[src/rtl/lane_order_pkg.sv]
package lane_order_pkg;

    // Byte orders that an implementation supports
    typedef enum int {
        ORD_BOTH   = 0,
        ORD_LITTLE = 1,
        ORD_BIG    = 2
    } ord_mode_e;

    // Access size codes
    typedef enum logic [1:0] {
        SZ_BYTE  = 2'd0,
        SZ_HALF  = 2'd1,
        SZ_WORD  = 2'd2,
        SZ_DWORD = 2'd3
    } acc_size_e;

endpackage

[src/rtl/lane_order_sel.sv]
module lane_order_sel
    import lane_order_pkg::*;
#(
    parameter ord_mode_e MODE = ORD_BOTH,
    parameter int        LVLS = 4,
    localparam int       LVLW = $clog2(LVLS)
) (
    input  logic [LVLW-1:0] level,
    input  logic            lvl0_big,
    input  logic [LVLS-2:0] upper_big,
    input  logic            fetch,
    output logic            big
);

    logic sel_d;
    logic tied_d;

    // Pick the control bit that belongs to the active level
    always_comb begin
        sel_d = lvl0_big;
        for (int i = 1; i < LVLS; i++) begin
            if (level == LVLW'(i)) begin
                sel_d = upper_big[i-1];
            end
        end
    end

    // Implementations with a single byte order ignore the controls
    generate
        if (MODE == ORD_LITTLE) begin : g_little
            assign tied_d = 1'b0;
        end else if (MODE == ORD_BIG) begin : g_big
            assign tied_d = 1'b1;
        end else begin : g_both
            assign tied_d = sel_d;
        end
    endgenerate

    // Fetches never swap
    assign big = tied_d & ~fetch;

endmodule

[src/rtl/lane_order_swap.sv]
module lane_order_swap #(
    parameter int  BYTES = 8,
    localparam int SZW   = $clog2($clog2(BYTES) + 1),
    localparam int DW    = BYTES * 8
) (
    input  logic [DW-1:0]  din,
    input  logic [SZW-1:0] size,
    input  logic           swap,
    output logic [DW-1:0]  dout
);

    int nbytes_d;

    always_comb begin
        nbytes_d = 1 << size;
        dout     = '0;
        for (int i = 0; i < BYTES; i++) begin
            if (i < nbytes_d) begin
                if (swap) begin
                    dout[i*8 +: 8] = din[(nbytes_d - 1 - i)*8 +: 8];
                end else begin
                    dout[i*8 +: 8] = din[i*8 +: 8];
                end
            end
        end
    end

endmodule

[src/rtl/lane_order_unit.sv]
module lane_order_unit
    import lane_order_pkg::*;
#(
    parameter ord_mode_e MODE  = ORD_BOTH,
    parameter int        BYTES = 8,
    parameter int        LVLS  = 4,
    localparam int       DW    = BYTES * 8,
    localparam int       SZW   = $clog2($clog2(BYTES) + 1),
    localparam int       LVLW  = $clog2(LVLS)
) (
    input  logic [SZW-1:0]  acc_size,
    input  logic [LVLW-1:0] cur_level,
    input  logic            el0_be,
    input  logic [LVLS-2:0] lvl_be,
    input  logic            is_fetch,
    input  logic [DW-1:0]   wr_data_reg,
    input  logic [DW-1:0]   rd_data_mem,
    output logic [DW-1:0]   wr_data_mem,
    output logic [DW-1:0]   rd_data_reg
);

    logic big_d;

    lane_order_sel #(
        .MODE (MODE),
        .LVLS (LVLS)
    ) i_sel (
        .level     (cur_level),
        .lvl0_big  (el0_be),
        .upper_big (lvl_be),
        .fetch     (is_fetch),
        .big       (big_d)
    );

    // Store path: register order to memory order
    lane_order_swap #(
        .BYTES (BYTES)
    ) i_wr_swap (
        .din  (wr_data_reg),
        .size (acc_size),
        .swap (big_d),
        .dout (wr_data_mem)
    );

    // Load path: memory order to register order, zero-extended
    lane_order_swap #(
        .BYTES (BYTES)
    ) i_rd_swap (
        .din  (rd_data_mem),
        .size (acc_size),
        .swap (big_d),
        .dout (rd_data_reg)
    );

endmodule

[config.mk]
export PLATFORM = sky130hd
export DESIGN_NAME = lane_order_unit
export DESIGN_NICKNAME = d
export VERILOG_FILES = /design/src/rtl/lane_order_pkg.sv /design/src/rtl/lane_order_sel.sv /design/src/rtl/lane_order_swap.sv /design/src/rtl/lane_order_unit.sv
export SDC_FILE = /design/constraint.sdc
export NUM_CORES = 1
export LEC_CHECK = 0
export BUFFER_PORTS_ARGS = -buffer_cell sky130_fd_sc_hd__buf_2
export CAP_MARGIN = 10
export CORE_ASPECT_RATIO = 1.1
export CORE_MARGIN = 1.5
export CORE_UTILIZATION = 30
export DETAILED_ROUTE_END_ITERATION = 6
export GPL_ROUTABILITY_DRIVEN = 0
export PLACE_DENSITY = 0.65
export SYNTH_ARGS = -nofsm -noshare
export SYNTH_HDL_FRONTEND = slang
export SYNTH_SLANG_ARGS = --single-unit
[constraint.sdc]
create_clock -name vclk -period 2.7
set_clock_uncertainty 0.05 [all_clocks]
set_input_delay 0 -clock vclk [all_inputs]
set_output_delay 0 -clock vclk [all_outputs]
set_load 0.05 [all_outputs]
== Word-level counts from Yosys, hierarchy flattened ==
Cells that the tools add are included.

* $add $sub $neg: 8
* Magnitude comparators: 8
* Eq/ne operators: 3
* Shift-type cells: 17
* Mux-type cells: 35
* Bitwise operators: 2

{| class="wikitable"
|+ Operators with widths
! kind !! number
|-
| variable part select 64 x 32 -> 8 bit || 16
|-
| two-way mux 8 bit || 32
|-
| less-than comparator 4 x 32 -> 1 bit, first input constant || 4
|-
| subtractor 29 x 4 -> 29 bit, second input constant || 4
|-
| less-than comparator 3 x 32 -> 1 bit, first input constant || 2
|-
| subtractor 29 x 2 -> 29 bit, second input constant || 2
|-
| subtractor 29 x 3 -> 29 bit, second input constant || 2
|-
| less-than comparator 1 x 32 -> 1 bit, first input constant || 1
|-
| less-than comparator 2 x 32 -> 1 bit, first input constant || 1
|-
| << shifter 1 x 2 -> 32 bit, first input constant || 1
|-
| equality test 2 bit, second input constant || 2
|-
| two-way mux 1 bit || 3
|-
| equality test 2 x 1 -> 1 bit, second input constant || 1
|-
| bitwise AND 1 bit || 1
|-
| inverter 1 bit || 1
|}

* Register bits: 0
* Input port bits: 137
* Output and inout bits: 128
* Logic and storage cells: 73

== Logic depth before layout (Yosys ltp) ==
* Depth in word-level cells: 7
* Depth in mapped cells: 12
* Gate-level depth less buffers: 7

== Modules after synthesis ==
From an unflattened synthesis, not the netlist that was laid out.

* Cell total of the unflattened synthesis: 764
* Area, all modules: 7083.0 um^2

{| class="wikitable"
|+ By module, submodules not included
! module !! times used !! cells each !! area each (um^2)
|-
| lane_order_swap || 2 || 381 || 3523.4
|-
| lane_order_sel || 1 || 2 || 36.3
|}

== Worst setup path after synthesis ==
No wires, ideal clock.

* Kind: input -> output
* From: input port acc_size[1]
* To: output port wr_data_mem[4]
* Arrival time: 2.740 ns
* Data required time: 2.650 ns
* Path slack: -0.090 ns
* Stages on the path: 12
* Path through: inv_1 ha_1 buf_2 buf_6 buf_4 buf_2 inv_1 ha_1 a21oi_1 buf_2 a22oi_1 o2bb2ai_1

* Longest elaborated chain between the ends: 5

{| class="wikitable"
|+ Ends and longest elaborated chain
! what !! RTL line !! RTL
|-
| from (decl) || lane_order_unit.sv:11 || <nowiki>input logic [SZW-1:0] acc_size,</nowiki>
|-
| << shifter 1 x 2 -> 32 bit * || lane_order_swap.sv:15 || <nowiki>nbytes_d = 1 << size;</nowiki>
|-
| subtractor 29 x 2 -> 29 bit || lane_order_swap.sv:20 || <nowiki>dout[i*8 +: 8] = din[(nbytes_d - 1 - i)*8 +: 8];</nowiki>
|-
| variable part select 64 x 32 -> 8 bit || lane_order_swap.sv:20 ||
|-
| two-way mux 8 bit || lane_order_swap.sv:19 || <nowiki>if (swap) begin</nowiki>
|-
| two-way mux 8 bit * || lane_order_swap.sv:18 || <nowiki>if (i < nbytes_d) begin</nowiki>
|-
| to (decl) || lane_order_unit.sv:18 || <nowiki>output logic [DW-1:0] wr_data_mem,</nowiki>
|}

Mark *: on every way between the ends. The rest lies on a longest branch, timed or not.

== Worst setup path after layout ==
* From: input port acc_size[0]
* To: output port rd_data_reg[2]

* Longest elaborated chain between the ends: 5

{| class="wikitable"
|+ Ends and longest elaborated chain
! what !! RTL line !! RTL
|-
| << shifter 1 x 2 -> 32 bit * || lane_order_swap.sv:15 ||
|-
| subtractor 29 x 2 -> 29 bit || lane_order_swap.sv:20 ||
|-
| variable part select 64 x 32 -> 8 bit || lane_order_swap.sv:20 ||
|-
| two-way mux 8 bit || lane_order_swap.sv:19 ||
|-
| two-way mux 8 bit * || lane_order_swap.sv:18 ||
|-
| to (decl) || lane_order_unit.sv:19 || <nowiki>output logic [DW-1:0] rd_data_reg</nowiki>
|}

Marks and branches as above.

==> results.md <==
* Largest family of logic cells by synthesized area: multiplexers
* Crit path arrival time at 2420 ps
* Area growth, synth to finish at 26.3%
* Area of the mapped netlist at 6220 sq um
* Routed len/inst at 23.8 um
* Critical path launch point type: input port
* Worst path cell trace: buf_2 > inv_1 > ha_4 > inv_1 > ha_1 > a211oi_1 > o21ai_2 > buf_4 > o2bb2ai_1 > buf_2
* Vias at 7039
* Delay of the slowest critical-path stage at 880 ps
* Crit. End Element: output port
* Drt first pass iters at 5
* Diodes inserted at 0
* Peak VDD IR at 0.199 mV
* Combinational fraction of design power at 100.0%
* Gr usage total at 23.0%
* Die ar. at 21600 sq um
* Final Cycle Share at 91.3%
* DRC at 0
* Sequential-to-total area share from yosys stat at 0%
* Status: completed
* Dpl cells at 1084
* Layout Cells excl Fill at 1084
* Final ANT Viol Nets at 0
* Net Sw Power at 1.39 mW
* RSZ-0062 raised after global routing: no
* Core area at 20400 sq um
* I/O Buffers at 265
* Worst hold slack at 390 ps
* Initial core utilization at 30.4%
* Final min period at 2470 ps
* HP Class: in -> out
* Largest net degree at the start of global routing at 75
* Number of hold violations in the final report at 0
* Share of cells above drive strength 1 at 55.0%
* Cell with the most instances after synthesis: mux4_2
* Initial antenna violation count at 1
* Final Util at 38.4%
* Post-CTS Hold Fix Bufs at 0
* Row cnt at 55
* Syn Area/Cell at 10.1 sq um
* Simple-gate share of the synthesized area at 5.56%
* Crit path max fanout at 14
* Yosys top cell area share at 48.2%
* Postcts setup bufs at 0
* Synth warn at 0
* Critical path class: in -> out
* Seq. cell area at 0 sq um
* Drt via density at 6.49
* Worst slew pin tran at 1140 ps
* Synth cell count leaders: mux4_2 (133), mux2i_1 (66), o21ai_0 (62), a21oi_1 (49), nand2_1 (38)
* Number of global-route vias before repair at 6774
* Post-Synth XOR/XNOR Area at 0.141%
* CLK BUF at 0
* Required @ worst endpoint at 2650 ps
* Top Ports at 265
* Post-synthesis mux area share at 58.8%
* Worst path slowest cell: o21ai_2
* GR Overflow Total at 0
* Clock Power Share at 0%
* Yosys cell types at 40
* Top cells by area, synth: mux4_2 (48%), mux2i_1 (11%), o21ai_0 (5.0%)
* Maximum capacitance violations at 0
* FMAX at 406 MHz
* Final worst setup slack at 234 ps
* Compound-Gate Fraction of Synth Area at 24.9%
* Power Dens Cells at 282 nW/um^2
* First-pass GRT wire length at 39.5 mm
* Worst relative slew slack at 24.2%
* Die height at 154 um
* Switching part of the total at 62.8%
* FFs & Latches at 0
* Sequential Power Share at 0%
* Die Wd at 140 um
* Adder-Cell Fraction of Synth Area at 2.21%
* Largest area contributor in the netlist: mux4_2
* HPWL Detailed at 18.7 mm
* Post-Place Setup Slack at 263 ps
* Leakage power total at 3.19 nW
* 1st-iter DRT viols at 499
* Final #Nets at 978
* Routed Wire Length at 25.8 mm
* Final Setup Violations at 0
* Mapped Cells at 614
* Post-Syn Nets at 762
* Final Max Tran Viols at 0
* PostCTS Resize Cnt at 0
* Cell Int Power at 0.823 mW
cell type report:
class	instances	area, sq um
inverter	5	18.8
fill	2082	12600
timing repair buffer	301	1730
tap	256	320
multi-input combinational	522	5780
power groups by stage:
stage,Clock [mW],Sequential [mW],Combinational [mW]
floorplan,0,0,1.59
global placement,0,0,2.19
detailed placement,0,0,2.20
CTS,0,0,2.21
global route,0,0,2.34
finish,0,0,2.21
critical path, delay by kind of cell:
kind            cells  cell delay [ps]
fa+ha+maj           2              450
compound gates      3             1060
buf+inv             5              890
routing by layer:
metal | GRT usage (%) | routed length, um | up-vias
met5 | 0 | 0 | -
met4 | 6.82 | 873 | 0
met3 | 3.83 | 2430 | 64
met2 | 38.2 | 12600 | 428
met1 | 30.7 | 9970 | 3518
li1 | - | - | 3029
metrics by stage:
step | setup TNS [ps] | power (mW) | cell area (sq um)
2_1_floorplan | -386 | 1.59 | 6250
3_3_place_gp | 0 | 2.19 | 7850
3_5_place_dp | 0 | 2.20 | 7850
4_1_cts | 0 | 2.21 | 7850
5_1_grt | 0 | 2.34 | 7850
6_report | 0 | 2.21 | 7850
placed cells by master, fill, tap and decap left out, drive strengths merged:
cell,netlist,layout
or3,1,1
ha,11,11
o21a,2,2
nor4b,1,1
buf,62,301
nand3,2,2
a22oi,16,16
a21boi,16,16
a32o,16,16
nor3,2,2
a21oi,50,50
o2bb2ai,16,16
mux2i,66,66
nor2b,2,2
mux4,133,133
o211ai,1,1
nand2b,1,1
nand2,38,38
nor2,33,33
clkinv,1,1
and2,1,1
xor2,1,1
a211oi,17,17
inv,4,4
or2,1,1
a221oi,14,14
a22o,14,14
o21ai,66,66
o211a,1,1
path summary, 6_finish.rpt:
kind,end,start,slack (ps),cells past startpoint
hold / removal,rd_data_reg[36],rd_data_mem[36],390,4
setup / recovery,rd_data_reg[2],acc_size[0],230,10
cells by family after synthesis:
logic type / count (synthesis)
xor+xnor: 1
buf+inv: 92
simple gates: 82
fa+ha+maj: 11
mux: 199
compound gates: 229
Note: power is estimated with default switching activity, not from simulation.
